`src/rtl/gpio_ovr_pkg.sv`:
```
package gpio_ovr_pkg;
  typedef enum logic [1:0] {
    A_PORT = 2'd0,
    A_LAT  = 2'd1,
    A_DIR  = 2'd2,
    A_RSVD = 2'd3
  } gpio_addr_e;
endpackage

```
`src/rtl/gpio_sync.sv`:
```
module gpio_sync #(
  parameter int W      = 5,
  parameter int STAGES = 2
) (
  input  logic         clk,
  input  logic         rst_n,
  input  logic [W-1:0] d,
  output logic [W-1:0] q
);
  logic [W-1:0] chain [STAGES];

  always_ff @(posedge clk or negedge rst_n) begin
    if (!rst_n) chain[0] <= '0;
    else        chain[0] <= d;
  end

  for (genvar s = 1; s < STAGES; s++) begin : g_stage
    always_ff @(posedge clk or negedge rst_n) begin
      if (!rst_n) chain[s] <= '0;
      else        chain[s] <= chain[s-1];
    end
  end

  assign q = chain[STAGES-1];
endmodule

```
`src/rtl/gpio_regs.sv`:
```
module gpio_regs
  import gpio_ovr_pkg::*;
#(
  parameter int NPIN = 5,
  parameter int NPU  = 3,
  parameter int DW   = NPIN + NPU
) (
  input  logic            clk,
  input  logic            rst_n,
  input  logic [1:0]      addr,
  input  logic            wr,
  input  logic [DW-1:0]   wdata,
  input  logic [NPIN-1:0] sync_in,
  output logic [NPIN-1:0] dir_q,
  output logic [NPIN-1:0] lat_q,
  output logic [NPU-1:0]  pu_q,
  output logic [DW-1:0]   rdata
);
  localparam logic [NPU-1:0] NO_BITS = '0;

  gpio_addr_e sel;
  assign sel = gpio_addr_e'(addr);

  logic wr_port, wr_lat, wr_dir;
  assign wr_port = wr && (sel == A_PORT);
  assign wr_lat  = wr && (sel == A_LAT);
  assign wr_dir  = wr && (sel == A_DIR);

  always_ff @(posedge clk or negedge rst_n) begin
    if (!rst_n) begin
      dir_q <= '1;
      lat_q <= '0;
      pu_q  <= '0;
    end else begin
      if (wr_dir) dir_q <= wdata[NPIN-1:0];
      if (wr_port || wr_lat) lat_q <= wdata[NPIN-1:0];
      if (wr_port) pu_q <= wdata[DW-1:NPIN];
    end
  end

  always_comb begin
    unique case (sel)
      A_PORT:  rdata = {pu_q, sync_in};
      A_LAT:   rdata = {NO_BITS, lat_q};
      A_DIR:   rdata = {NO_BITS, dir_q};
      default: rdata = '0;
    endcase
  end

  AST_DIR_HOLD: assert property (@(posedge clk) disable iff (!rst_n)
    !(wr && addr == 2'd2) |=> $stable(dir_q));
  AST_LAT_HOLD: assert property (@(posedge clk) disable iff (!rst_n)
    !(wr && (addr == 2'd0 || addr == 2'd1)) |=> $stable(lat_q));
  AST_PU_HOLD: assert property (@(posedge clk) disable iff (!rst_n)
    !(wr && addr == 2'd0) |=> $stable(pu_q));
endmodule

```
`src/rtl/gpio_pin_mux.sv`:
```
module gpio_pin_mux #(
  parameter int NPIN = 5
) (
  input  logic [NPIN-1:0] dir_q,
  input  logic [NPIN-1:0] lat_q,
  input  logic [NPIN-1:0] ovr_en,
  input  logic [NPIN-1:0] ovr_out,
  input  logic [NPIN-1:0] ovr_den,
  input  logic [NPIN-1:0] ovr_data,
  output logic [NPIN-1:0] pad_oe,
  output logic [NPIN-1:0] pad_out
);
  for (genvar i = 0; i < NPIN; i++) begin : g_pin
    logic take_data;
    assign take_data  = ovr_en[i] & ovr_out[i] & ovr_den[i];
    assign pad_oe[i]  = ovr_en[i] ? ovr_out[i] : ~dir_q[i];
    assign pad_out[i] = take_data ? ovr_data[i] : lat_q[i];
  end
endmodule

```
`src/rtl/gpio_ovr_port.sv`:
```
module gpio_ovr_port #(
  parameter int NPIN        = 5,
  parameter int NPU         = 3,
  parameter int SYNC_STAGES = 2
) (
  input  logic                 clk,
  input  logic                 rst_n,
  input  logic [1:0]           bus_addr,
  input  logic                 bus_wr,
  input  logic [NPIN+NPU-1:0]  bus_wdata,
  output logic [NPIN+NPU-1:0]  bus_rdata,
  input  logic [NPIN-1:0]      pad_in,
  output logic [NPIN-1:0]      pad_out,
  output logic [NPIN-1:0]      pad_oe,
  input  logic [NPIN-1:0]      ovr_en,
  input  logic [NPIN-1:0]      ovr_out,
  input  logic [NPIN-1:0]      ovr_den,
  input  logic [NPIN-1:0]      ovr_data,
  output logic [NPU-1:0]       pu_en
);
  localparam int DW = NPIN + NPU;

  logic [NPIN-1:0] sync_in, dir_q, lat_q;
  logic [NPU-1:0]  pu_q;

  gpio_sync #(.W(NPIN), .STAGES(SYNC_STAGES)) u_sync (
    .clk(clk), .rst_n(rst_n), .d(pad_in), .q(sync_in)
  );

  gpio_regs #(.NPIN(NPIN), .NPU(NPU), .DW(DW)) u_regs (
    .clk(clk), .rst_n(rst_n), .addr(bus_addr), .wr(bus_wr),
    .wdata(bus_wdata), .sync_in(sync_in), .dir_q(dir_q),
    .lat_q(lat_q), .pu_q(pu_q), .rdata(bus_rdata)
  );

  gpio_pin_mux #(.NPIN(NPIN)) u_mux (
    .dir_q(dir_q), .lat_q(lat_q), .ovr_en(ovr_en), .ovr_out(ovr_out),
    .ovr_den(ovr_den), .ovr_data(ovr_data), .pad_oe(pad_oe),
    .pad_out(pad_out)
  );

  assign pu_en = pu_q;

  AST_OE_FOLLOWS_DIR: assert property (@(posedge clk) disable iff (!rst_n)
    (ovr_en == '0 && bus_addr == 2'd2) |-> (pad_oe == ~bus_rdata[NPIN-1:0]));
  AST_OUT_FOLLOWS_LAT: assert property (@(posedge clk) disable iff (!rst_n)
    (ovr_en == '0 && bus_addr == 2'd1) |-> (pad_out == bus_rdata[NPIN-1:0]));
  AST_UPPER_ZERO: assert property (@(posedge clk) disable iff (!rst_n)
    (bus_addr != 2'd0) |-> (bus_rdata[DW-1:NPIN] == '0));
  AST_PU_READBACK: assert property (@(posedge clk) disable iff (!rst_n)
    (bus_addr == 2'd0) |-> (bus_rdata[DW-1:NPIN] == pu_en));
  AST_RSVD_ZERO: assert property (@(posedge clk) disable iff (!rst_n)
    (bus_addr == 2'd3) |-> (bus_rdata == '0));
endmodule

```
`config.mk`:
```
export PLATFORM = sky130hd
export DESIGN_NAME = gpio_ovr_port
export DESIGN_NICKNAME = d
export VERILOG_FILES = /design/src/rtl/gpio_ovr_pkg.sv /design/src/rtl/gpio_sync.sv /design/src/rtl/gpio_regs.sv /design/src/rtl/gpio_pin_mux.sv /design/src/rtl/gpio_ovr_port.sv
export SDC_FILE = /design/constraint.sdc
export NUM_CORES = 1
export LEC_CHECK = 0
export ABC_AREA = 1
export BUFFER_PORTS_ARGS = -buffer_cell sky130_fd_sc_hd__buf_2
export CAP_MARGIN = 20
export CELL_PAD_IN_SITES_DETAIL_PLACEMENT = 1
export CELL_PAD_IN_SITES_GLOBAL_PLACEMENT = 1
export CORE_MARGIN = 1.5
export CORE_UTILIZATION = 30
export DETAILED_ROUTE_END_ITERATION = 6
export MAX_ROUTING_LAYER = met4
export PLACE_DENSITY = 0.82
export SLEW_MARGIN = 20
export SYNTH_ARGS = -nofsm -noshare
export SYNTH_HDL_FRONTEND = slang
export SYNTH_SLANG_ARGS = --single-unit
export TNS_END_PERCENT = 50
```
`constraint.sdc`:
```
create_clock -name clk -period 1 [get_ports clk]
set_input_delay 0.25 -clock clk [delete_from_list [all_inputs] [get_ports clk]]
set_output_delay 0.25 -clock clk [all_outputs]
set_load 0.005 [all_outputs]
```
# [Word level (Yosys, flattened, before mapping)]
# Index checks and enable logic that the tools add are counted.
# W data, S select, Z words.
[word_totals] ff_bits=23 in_bits=38 out_inout_bits=21 elab_cells=38
[op_classes] n_eq_ne=2 n_mux=11 bitwise_logic=15 reduce_logical=5
[op_table] operator="$pmux W8 S3" n=1
[op_table] operator="$and A1 B1 Y1" n=10
[op_table] operator="$mux W1" n=10
[op_table] operator="$not A1 Y1" n=5
[op_table] operator="$logic_and A1 B1 Y1" n=3
[op_table] operator="$eq A2 B1 Y1 const B" n=1
[op_table] operator="$eq A2 B2 Y1 const B" n=1
[op_table] operator="$logic_not A2 Y1" n=1
[op_table] operator="$logic_or A1 B1 Y1" n=1

# [Logic depth before layout (Yosys ltp)]
# Gate-level depths: netlist of the first run.
[depth] depth_word=3 mapped_depth=5 mapped_depth_nobuf=4

# [Modules after synthesis]
# From an unflattened synthesis of the first run, not the netlist that was laid out.
[hier_totals] hier_cells=136 hier_area_um2=1123.6
[by_module_without_submodules] mod="gpio_regs" instances=1 cells_each=91 area_each_um2=698.2 seq_area_each_um2=331.6
[by_module_without_submodules] mod="gpio_sync" instances=1 cells_each=15 area_each_um2=287.8 seq_area_each_um2=250.2
[by_module_without_submodules] mod="gpio_pin_mux" instances=1 cells_each=30 area_each_um2=137.6 seq_area_each_um2=0.0

# [Worst setup path after synthesis of the first run]
# Ideal clock, no wire load.
[synth_timing] kind="input -> output" startpoint="in bus_addr[0]" endpoint="out bus_rdata[5]" t_arrival_ps=718 t_required_ps=750 setup_slack_ps=32 cell_stages=4 n_path_buf=1 path_cell_list="buf_6 -> nor2_4 -> inv_2 -> nor2_1"
[synth_via] elab_chain_cells=2 word_cells_on_any_way=4 classes_between="eq/ne: 2; mux: 1; reduce/logical: 1"
[synth_rtl] item="from (decl)" line="gpio_ovr_port.sv:8" text="input logic [1:0] bus_addr,"
[synth_rtl] item="$eq A2 B2 Y1 (tied with other cells)" line="gpio_regs.sv:42" text="unique case (sel)"
[synth_rtl] item="$pmux W8 S3 *" line="gpio_regs.sv:42"
[synth_rtl] item="to (decl)" line="gpio_ovr_port.sv:11" text="output logic [NPIN+NPU-1:0] bus_rdata,"
# Mark *: on every way between the ends. The rest lies on a longest branch, timed or not.

# [Final worst setup path of the first run]
[layout_timing] startpoint="reg u_regs.dir_q[1]" endpoint="out bus_rdata[1]"
[layout_via] elab_chain_cells=1
[layout_rtl] item="from (decl)" line="gpio_regs.sv:14" text="output logic [NPIN-1:0] dir_q,"
[layout_rtl] item="from (signal assigned)" line="gpio_regs.sv:35" text="if (wr_dir) dir_q <= wdata[NPIN-1:0];"
[layout_rtl] item="$pmux W8 S3" line="gpio_regs.sv:42"
# Every way passes these cells.

==> key figures, run 1 <==
Outcome
  – Status: finished, violations left
  – Failing checks: setup timing

Timing
  – Min Tclk post-route: ~1.4 ns
  – Setup violations, final: 21
  – Max Fclk: 716.6 MHz
  – RSZ-0062 raised after global routing: yes
  – Slew HR: 0.6669
  – Fin. Hold Viols: 0
  – Slew @ Worst Pin: between 0.4 and 0.5 ns
  – Slew Limit Fails: 0
  – Clock Skew: 0.004508 ns
  – Setup ws final: -0.3954 ns
  – Part of the cycle the worst path needs: 1.395
  – Final setup TNS: -5.695 ns

Setup path
  – Critical-path top delay cell: dfstp_2
  – Reg-to-Reg End: u_regs.dir_q[0]
  – CP endpoint kind: output port
  – Register-to-register setup slack: ~0.040 ns
  – Worst-path cell chain: nand3_2, nand3_2, buf_2
  – Crit-path max FO: 3
  – FF-to-FF Start: u_regs.dir_q[0]
  – Critical path class: flop to output port
  – Crit path required time: 0.75 ns
  – Startpoint types: flop
  – Worst Path Arrival: 1.15 ns
  – Buffer and inverter count on the worst path: 1
  – Top Family by Delay on Critical Path: flip-flops
  – CP peak stage delay: 0.58 ns
  – Worst r2r path cells: 4
  – Cell mode on critical path: nand3_2

Layout
  – Multi-input logic area: 503.0 um2
  – Area growth syn-to-layout: 47.58%
  – Non-filler instance count after layout: 246
  – Filler Cell Count: 448
  – Commonest non-fill, non-tap cells in the layout: buf_2 (58), nand2_1 (47), nand3_1 (19)
  – N_diodes: 0
  – Register area: slightly below 600 um2
  – Share of cells above drive strength 1: 0.4700
  – Commonest non-fill, non-tap cell in the layout: buf_2
  – Final Cell Area: ~1600 um2
  – Nets: 239

GRT
  – Largest net degree at the start of global routing: 24
  – Total gr overflow: 0
  – Initial antenna violation count: 0
  – Gr usage total: 0.1838
  – Vias in the first global route: 1246
  – Global-route wire length before repair: about 5.6 mm

Floorplan
  – Initial Utilization: 0.3179
  – Die area: 3990 um2
  – Io pins: 59
  – Die Ht: 63.17 um
  – Row count: 21
  – Total core area: roughly 3400 um2
  – Die Span X: 63.17 um

Placement
  – Routability cong.: just over 0.8
  – Placed instance area: 1455 um2
  – DP Wirelength: 2.577 mm
  – Port bufs: slightly below 60
  – Placed cell count: 236

Pwr
  – Peak supply drop: 812.1 uV
  – Leak Pwr: 0.8755 nW
  – PD cells: 1312 nW/um2

Yosys
  – Post-synthesis mux area share: 0
  – Largest family of logic cells by synthesized area: simple AND/OR/NAND/NOR gates
  – Synth Cell Area: 1086 um2
  – Post-synth cell types: 15
  – Mean Syn Cell Area: 8.290 um2
  – Adder-cell share of the synthesized area: 0
  – Compound-Gate Fraction of Synth Area: 0.02304
  – Synth Area in XOR/XNOR: 0
  – Flops & latches, synth: 23
  – Mapped Cells: 131
  – Syn_nets: 169
  – Synth top area share: 0.4147
  – Post-Synth Simple-Gate Area: 0.3802
  – Syn. warnings: 0
  – Top cells by area, synth: dfrtp_1 (41%), nand2_1 (16%), nand3_1 (13%)
  – Area leader, netlist: dfrtp_1
  – Post-synthesis sequential area ratio: 0.5357

Detailed routing
  – Initial DRC Count: 17
  – Vias/cell: 4.902
  – DRT Pass-1 Iters: 4
  – Post-DRT Antenna Nets: 0
  – Detailed-route wire length: 3.385 mm
  – DRC viols: 0
  – DR WL/cell: 13.76 um
  – Vias: ~1200

Flow run
  – Max-cap violations: 0

Clock tree
  – Clk buf depth: 2
  – Reg clk slew, reported paths: 0.13 ns
  – CTS Root Buffer Type: clkbuf_4
  – TritonCTS Sinks: 23
  – H-tree depth: 1
  – Clk_lat worst skew: 0.32 ns
  – CTS Buf Count: 3
  – CTS tree: yes

Worst hold path
  – Hold path start: pad_in[0]
  – Hold Path End: u_sync.chain[5]
  – Hold Path Depth: 1
  – Worst min path class: input port to flop
## Yosys cell counts
master	number
inv_1	4
dfstp_2	5
nand2_2	1
buf_4	3
dfrtp_1	18
buf_2	1
o21ai_0	5
nor2_4	1
nand4_1	10
nor2_1	3
inv_2	2
clkbuf_2	1
nand3_1	29
nand2_1	47
buf_6	1
## per-layer routing
metal  vias to the layer above  track usage  wire length [um]
li1                        576            -                 -
met1                       575       0.2059              1370
met2                        50       0.3391              1790
met3                         5      0.02143               180
met4                         0      0.05833                43
met5                         -            -                 0
## power breakdown
group | switching (mW) | internal, mW
Clock | 0.286 | 0.150
Sequential | 0.0803 | 1.05
Combinational | 0.280 | 0.255
## worst max-delay path by stage
stage	to	from	depth (start not counted)	slack [ns]
CTS	bus_rdata[4]	u_regs.dir_q[4]	3	-0.40
detailed placement	bus_rdata[0]	bus_addr[0]	6	-0.14
global route	bus_rdata[4]	u_regs.dir_q[4]	3	-0.48
global placement	bus_rdata[0]	bus_addr[0]	6	-0.11
finish	bus_rdata[1]	u_regs.dir_q[1]	3	-0.40
floorplan	bus_rdata[5]	bus_addr[0]	4	0.03
## logic make-up (layout without fill, tap and decap cells)
group	after synthesis	count (layout)
buffers and inverters	12	81
DFF	23	23
and+or+nand+nor	91	91
AOI/OAI and AO/OA	5	5
## repair_timing
action | in CTS | in global routing
gates resized for setup | 16 | 2
setup endpoints to repair | 21 | 21
hold buffers | 1 | 3
setup buffers | 1 | 1
pin swaps | 27 | 1
endpoints found under the hold margin | 18 | 3
## cell type report
type	count	share of cell area
clock buffer	3	0.01405
clock inverter	1	0.003123
inverter	6	0.01405
multi-input combinational	96	0.3138
sequential	23	0.3630
tap	46	0.03591
timing repair buffer	71	0.2560
## through the flow
step                hold slack, ns  worst slack (ns)  total power, mW    util
finish                     0.03168           -0.3954            2.103  0.4692
global route             -0.003446           -0.4847            2.260  0.4692
CTS                        0.01297           -0.4042            2.101  0.4560
detailed placement          0.2521           -0.1397            1.620  0.4260
global placement            0.2352           -0.1087            1.577  0.4260
floorplan                 -0.04559           0.03241            1.329       -
## registers in the layout (all words and copies together) (netlist names)
signal and cells:
u_sync.chain 5, u_regs.lat_q 5, u_regs.dir_q 5, u_sync.q 5, u_regs.pu_q 3
Power figures use the tool's default switching activity.
==> run 2, diff against run 1 <==
--- a/config.mk
+++ b/config.mk
@@ -14,7 +14,7 @@
 export CORE_UTILIZATION = 30
 export DETAILED_ROUTE_END_ITERATION = 6
 export MAX_ROUTING_LAYER = met4
-export PLACE_DENSITY = 0.82
+export PLACE_DENSITY = 0.8
 export SLEW_MARGIN = 20
 export SYNTH_ARGS = -nofsm -noshare
 export SYNTH_HDL_FRONTEND = slang
==> run 2 against run 1 <==
Effect of this change:
- the run still ends with setup timing left
- critical path depth stayed put
- register-to-register slack better by 0.20 ns
- first-iteration DRC count is 47% higher
- worst hold slack better by 0.0059 ns
- die area stayed put
- flip-flop and latch count stayed put
- design area is 3.0% lower
- power is 2.0% lower
- final cell count is 1.6% lower
- clock-buffer cell count stayed put
- clock power hardly changed
- fmax is 1.2% higher
- highest routed layer unchanged
==> key figures, run 2 (same netlist as run 1, synthesis figures left out) <==
Clock tree
  – CTS Root Buffer Type: clkbuf_4
  – CTS Buf Count: 3 (unchanged)
  – Reg clk slew, reported paths: 0.13 ns (about the same)
  – Clk buf depth: 2 (unchanged)
  – TritonCTS Sinks: 23 (unchanged)
  – Clk_lat worst skew: 0.31 ns (about the same)
  – CTS tree: yes
  – Post CTS Setup Buffer Count: 0 (-1)
  – H-tree depth: 1 (unchanged)

GRT
  – Largest net degree at the start of global routing: 24 (unchanged)
  – Gr usage total: 0.1743 (-0.009595)
  – Vias in the first global route: 1238 (-0.64%)
  – Global-route wire length before repair: 5.333 mm (-5.2%)
  – Initial antenna violation count: 0 (unchanged)
  – Total gr overflow: 0 (unchanged)

Setup path
  – CP peak stage delay: 0.58 ns (about the same)
  – Critical-path top delay cell: dfstp_2
  – Crit-path max FO: 3 (unchanged)
  – Worst Path Arrival: 1.13 ns (-0.02 ns)
  – Cell mode on critical path: nand3_2
  – Crit path required time: 0.75 ns (about the same)
  – Critical path class: flop to output port
  – Startpoint types: flop
  – Worst-path cell chain: nand3_2, nand3_2, buf_2
  – CP endpoint kind: output port

Timing
  – Min Tclk post-route: 1.379 ns (-0.01654 ns)
  – Fin. Hold Viols: 0 (unchanged)
  – Slew Limit Fails: 0 (unchanged)
  – Slew @ Worst Pin: 0.5035 ns (+0.003874 ns)
  – Setup ws final: -0.3789 ns (+0.01654 ns)
  – Part of the cycle the worst path needs: 1.379 (-0.01654)
  – Clock Skew: 0.0003726 ns (-0.004136 ns)
  – Slew HR: 0.6643 (-0.002583)
  – Setup violations, final: 21 (unchanged)
  – WHS: 0.03762 ns (+0.005938 ns)
  – Final setup TNS: -5.412 ns (+0.2831 ns)
  – Max Fclk: 725.2 MHz (+1.2%)
  – RSZ-0062 raised after global routing: yes

Floorplan
  – Die area: 3990 um2 (unchanged)
  – Die Span X: 63.17 um (unchanged)
  – Initial Utilization: 0.3179 (unchanged)
  – Total core area: 3416 um2 (unchanged)
  – Die Ht: 63.17 um (unchanged)
  – Io pins: 59 (unchanged)
  – Row count: 21 (unchanged)

Worst hold path
  – Worst min path class: input port to flop

Layout
  – Non-filler instance count after layout: 242 (-1.6%)
  – Final Cell Area: 1555 um2 (-3.0%)
  – N_diodes: 0 (unchanged)
  – Nets: 235 (-1.7%)
  – Commonest non-fill, non-tap cell in the layout: buf_2
  – Area growth syn-to-layout: 43.20%
  – Commonest non-fill, non-tap cells in the layout: buf_2 (58), nand2_1 (47), nand3_1 (19)
  – Share of cells above drive strength 1: 0.4490 (-0.02102)

Detailed routing
  – Initial DRC Count: 25 (+8)
  – Vias: 1214 (+0.66%)
  – Vias/cell: 5.017 (+2.3%)
  – DR WL/cell: 13.66 um (-0.72%)
  – DRC viols: 0 (unchanged)
  – DRT Pass-1 Iters: 4 (unchanged)
  – Post-DRT Antenna Nets: 0 (unchanged)
  – Detailed-route wire length: 3.306 mm (-2.3%)

Outcome
  – Failing checks: setup timing
  – Status: finished, violations left

Pwr
  – PD cells: 1325 nW/um2 (+1.0%)
  – Peak supply drop: 661.1 uV (-19%)
  – Leak Pwr: 0.8483 nW (-3.1%)
  – Sw Ratio: 0.3040 (-0.002996)
  – Clock power frac: 0.213 (+0.006)
  – P_sw: 0.6266 mW (-2.9%)
  – Combinational share of power: 0.240 (-0.014)
  – Sequential power share: 0.548 (+0.009)
  – Int Power: 1.435 mW (-1.6%)

Placement
  – Port bufs: 58 (unchanged)
  – Placed cell count: 236 (unchanged)
  – Placed instance area: 1455 um2 (unchanged)
  – Routability cong.: 0.8392 (+0.93%)
  – DP Wirelength: 2.603 mm (+1.0%)

Flow run
  – Max-cap violations: 0 (unchanged)
-- run 2: area by class of cell --
type | count | area [um2]
sequential | 23 | 581.8
inverter | 6 | 22.52
clock buffer | 3 | 22.52
clock inverter | 1 | 7.507
multi-input combinational | 96 | 488.0
fill | 429 | 1861
tap | 46 | 57.56
timing repair buffer | 67 | 375.4
-- run 2: final timing paths --
path,from,end,slack [ns],depth (start not counted)
worst max-delay path,u_regs.dir_q[0],bus_rdata[0],-0.38,3
worst min-delay path,pad_in[1],u_sync.chain[6],0.04,1
worst max register to register,u_regs.dir_q[0],u_regs.dir_q[0],0.24,2
worst min register to register,u_sync.chain[7],u_sync.q[2],0.36,0
max in group asynchronous,rst_n,u_regs.dir_q[3],0.22,2
min in group asynchronous,rst_n,u_regs.pu_q[1],0.42,2
-- run 2: worst max-delay path, delay by kind of cell, from the launching register on --
kind / cells / cell delay, ns
DFF: 1 / 0.58
and+or+nand+nor: 2 / 0.13
buffers and inverters: 1 / 0.11
-- run 2: layer usage --
layer | global-route usage | up-vias | share of wire | wire [um]
met2 | 0.3231 | 44 | 0.54 | 1790
met5 | - | - | 0 | 0
met3 | 0.02857 | 8 | 0.053 | 174
li1 | - | 573 | - | -
met4 | 0.07222 | 0 | 0.021 | 70
met1 | 0.1815 | 589 | 0.38 | 1270
-- run 2: power by group through the flow --
stage	Clock [mW]	Sequential [mW]	Combinational, mW
5_1_grt	0.510	1.14	0.551
3_5_place_dp	0	1.14	0.475
6_report	0.438	1.13	0.494
4_1_cts	0.458	1.13	0.496
2_1_floorplan	0	1.12	0.211
3_3_place_gp	0	1.13	0.444
-- run 2: timing repair --
action / in CTS / in global routing
endpoints found under the hold margin: 18 / 1
pin swaps: 27 / 2
hold buffers: 1 / 1
gates resized for setup: 14 / 1
setup endpoints to repair: 21 / 21
-- run 2: through the flow --
stage	power [mW]	setup WS (ns)	utilization
after floorplan	1.329	0.03241	-
after global placement	1.576	-0.1148	0.4260
after detailed placement	1.613	-0.1493	0.4260
after CTS	2.081	-0.3926	0.4524
after global routing	2.205	-0.4396	0.4553
final	2.061	-0.3789	0.4553
==> run 3, diff against run 2 <==
--- a/config.mk
+++ b/config.mk
@@ -5,14 +5,15 @@
 export SDC_FILE = /design/constraint.sdc
 export NUM_CORES = 1
 export LEC_CHECK = 0
-export ABC_AREA = 1
+export ABC_AREA = 0
 export BUFFER_PORTS_ARGS = -buffer_cell sky130_fd_sc_hd__buf_2
 export CAP_MARGIN = 20
 export CELL_PAD_IN_SITES_DETAIL_PLACEMENT = 1
 export CELL_PAD_IN_SITES_GLOBAL_PLACEMENT = 1
 export CORE_MARGIN = 1.5
-export CORE_UTILIZATION = 30
+export CORE_UTILIZATION = 33
 export DETAILED_ROUTE_END_ITERATION = 6
+export GPL_ROUTABILITY_DRIVEN = 0
 export MAX_ROUTING_LAYER = met4
 export PLACE_DENSITY = 0.8
 export SLEW_MARGIN = 20
==> run 3 against run 2 <==
Effect of this change:
- the run still ends with setup timing left
- critical path depth unchanged
- worst setup slack worse by 0.14 ns
- register-to-register slack lost 0.25 ns
- sequential power about the same
- flip-flop and latch count unchanged
- critical path type unchanged
- critical endpoint is now bus_rdata[2]
- largest power group unchanged
- highest routed layer unchanged
==> key figures, run 3 <==
Yosys
  – Area leader, netlist: dfrtp_1
  – Post-synth EDFFs: 0 (unchanged)
  – Top cells by area, synth: dfrtp_1 (42%), mux2_2 (14%), dfstp_2 (12%)
  – Adder-cell share of the synthesized area: 0 (unchanged)
  – Post-synthesis mux area share: 0.2532 (+0.2532)
  – Compound-Gate Fraction of Synth Area: 0.06418 (+0.04114)
  – Mean Syn Cell Area: 14.11 um2 (+70%)
  – Mapped Cells: 76 (-42%)
  – Synth Cell Area: 1072 um2 (-1.3%)
  – Ys async rst share: 1.000 (unchanged)
  – Synth Area in XOR/XNOR: 0 (unchanged)
  – Post-synthesis sequential area ratio: 0.5426 (+0.006876)
  – Commonest cells post-synth: dfrtp_1 (18), mux2_2 (13)
  – Top FF cell, synth: dfrtp_1
  – Syn_nets: 114 (-33%)
  – Syn. warnings: 0 (unchanged)
  – Post-synth cell types: 16 (+1)
  – Largest family of logic cells by synthesized area: multiplexers
  – Flops & latches, synth: 23 (unchanged)
  – Synth top area share: 0.4201 (+0.005323)
  – Top-count cell post-synth: dfrtp_1
  – Post-Synth Simple-Gate Area: 0.1190 (-0.2612)

Setup path
  – CP endpoint kind: output port
  – CP peak stage delay: 0.57 ns (about the same)
  – Top Family by Delay on Critical Path: flip-flops
  – Critical-path top delay cell: dfstp_2
  – Buffer and inverter count on the worst path: 1 (unchanged)
  – Crit path required time: 0.75 ns (about the same)
  – Startpoint types: flop
  – Worst Path Arrival: 1.27 ns (+0.14 ns)
  – Critical path class: flop to output port
  – Worst-path cell chain: mux2i_1, o2bb2ai_1, buf_2
  – Crit-path max FO: 3 (unchanged)

Floorplan
  – Die Ht: 60 um (-5.0%)
  – Row count: 20 (-4.8%)
  – Die Span X: 60 um (-5.0%)
  – Die area: 3600 um2 (-9.8%)
  – Total core area: 3078 um2 (-9.9%)
  – Initial Utilization: 0.3484 (+0.03043)
  – Io pins: 59 (unchanged)

Placement
  – Placed cell count: 187 (-21%)
  – Placed instance area: 1490 um2 (+2.4%)
  – Pre-CTS WS: -0.2737 ns (-0.1244 ns)
  – Port bufs: 58 (unchanged)
  – DP Wirelength: 2.361 mm (-9.3%)

Pwr
  – PD cells: 1404 nW/um2 (+5.9%)
  – Int Power: 1.718 mW (+20%)
  – Sw Ratio: 0.2663 (-0.03766)
  – Combinational share of power: 0.327 (+0.087)
  – Leak Pwr: 0.8613 nW (+1.5%)
  – Clock power frac: 0.182 (-0.031)
  – Peak supply drop: 805.4 uV (+22%)
  – Sequential power share: 0.491 (-0.057)
  – P_sw: 0.6235 mW (-0.49%)

GRT
  – Vias in the first global route: 1041 (-16%)
  – Gr usage total: 0.1885 (+0.01429)
  – Initial antenna violation count: 0 (unchanged)
  – Total gr overflow: 0 (unchanged)
  – Global-route wire length before repair: 4.726 mm (-11%)
  – Largest net degree at the start of global routing: 24 (unchanged)

Timing
  – Final setup TNS: -7.210 ns (-1.799 ns)
  – RSZ-0062 raised after global routing: yes
  – Part of the cycle the worst path needs: 1.523 (+0.1439)
  – Max Fclk: 656.7 MHz (-9.4%)
  – Setup ws final: -0.5228 ns (-0.1439 ns)
  – Slew @ Worst Pin: 0.4963 ns (-0.007279 ns)
  – Clock Skew: 0.008824 ns (+0.008452 ns)
  – Fin. Hold Viols: 0 (unchanged)
  – Min Tclk post-route: 1.523 ns (+0.1439 ns)
  – Setup violations, final: 22 (+4.8%)
  – Slew HR: 0.6692 (+0.004853)
  – Slew Limit Fails: 0 (unchanged)

Layout
  – Nets: 197 (-16%)
  – Area growth syn-to-layout: 55.54%
  – Filler Cell Count: 356 (-17%)
  – N_diodes: 0 (unchanged)
  – Final Cell Area: 1668 um2 (+7.2%)
  – Commonest non-fill, non-tap cells in the layout: buf_2 (54), dfrtp_1 (18), buf_4 (17)
  – Commonest non-fill, non-tap cell in the layout: buf_2
  – Share of cells above drive strength 1: 0.7152 (+0.2662)
  – Non-filler instance count after layout: 202 (-17%)

Clock tree
  – Clk_lat worst skew: 0.31 ns (about the same)
  – CTS tree: yes
  – Clk buf depth: 2 (unchanged)
  – TritonCTS Sinks: 23 (unchanged)
  – CTS Root Buffer Type: clkbuf_4
  – H-tree depth: 1 (unchanged)
  – Reg clk slew, reported paths: 0.13 ns (about the same)
  – CTS Buf Count: 3 (unchanged)

Detailed routing
  – Vias: 927 (-24%)
  – DR WL/cell: 15.22 um (+11%)
  – DRT Pass-1 Iters: 4 (unchanged)
  – DRC viols: 0 (unchanged)
  – Vias/cell: 4.589 (-8.5%)
  – Detailed-route wire length: 3.075 mm (-7.0%)
  – Post-DRT Antenna Nets: 0 (unchanged)
  – Initial DRC Count: 2 (-92%)

Outcome
  – Failing checks: setup timing
  – Status: finished, violations left

Flow run
  – Max-cap violations: 0 (unchanged)

Worst hold path
  – Worst min path class: input port to flop
==> run 3: cell types whose count changed in the layout (fill, tap and decap cells not counted), sizes merged, moves of 6 or more <==
cell / change
inv: -6
nand4: -10
mux2: +18
nand3: -24
buf: +14
nand2: -43
==> run 3: through the flow <==
step                utilization  power (mW)  hold WS [ns]
global route             0.5419       2.467      0.008271
CTS                      0.5260       2.289       0.02686
global placement         0.4841       1.689        0.2320
finish                   0.5419       2.341       0.03024
detailed placement       0.4841       1.737        0.2467
floorplan                     -       1.411      -0.04559
==> run 3: power groups by stage <==
stage / Sequential (mW) / Clock, mW / Combinational, mW
after floorplan: 1.14 / 0 / 0.270
after global placement: 1.16 / 0 / 0.527
after detailed placement: 1.18 / 0 / 0.562
after CTS: 1.15 / 0.440 / 0.703
after global routing: 1.16 / 0.481 / 0.827
final: 1.15 / 0.427 / 0.766
==> run 3: cells by family after synthesis <==
family          Yosys count
flops                    23
buf+inv                   2
mux                      23
simple gates             18
compound gates           10
==> run 3: worst paths after layout <==
check | cells past startpoint | end | from | slack, ns
worst max-delay path | 3 | bus_rdata[2] | u_regs.dir_q[2] | -0.52
worst min-delay path | 1 | u_sync.chain[5] | pad_in[0] | 0.03
worst max register to register | 3 | u_regs.lat_q[1] | u_regs.lat_q[1] | -0.01
worst min register to register | 0 | u_sync.q[1] | u_sync.chain[6] | 0.36
min in group asynchronous | 2 | u_sync.chain[8] | rst_n | 0.43
max in group asynchronous | 2 | u_regs.dir_q[4] | rst_n | 0.20
==> run 3: area by class of cell <==
type	count	area, um2	share of cell area
Sequential cell	23	581.8	0.3488
Clock buffer	4	26.28	0.01575
Multi-Input combinational cell	51	498.0	0.2986
Tap cell	44	55.05	0.03301
Timing Repair Buffer	80	506.7	0.3038
==> run 3: what timing repair did <==
item                       4_1_cts  5_1_grt
buffers inserted                 6        4
cloned                           0        0
gates resized for setup         13        6
hold endpoints to repair        18        0
pin swaps                        7        3
hold buffers                     1        0
setup endpoints to repair       21       22
==> run 3: routing by layer <==
layer | global-route usage | part of all wire | vias to the layer above
met3 | 0.02597 | 0.038 | 3
met2 | 0.3587 | 0.56 | 36
met1 | 0.2022 | 0.40 | 451
li1 | - | - | 437
met4 | 0.04762 | 0.0068 | 0
met5 | - | 0 | -
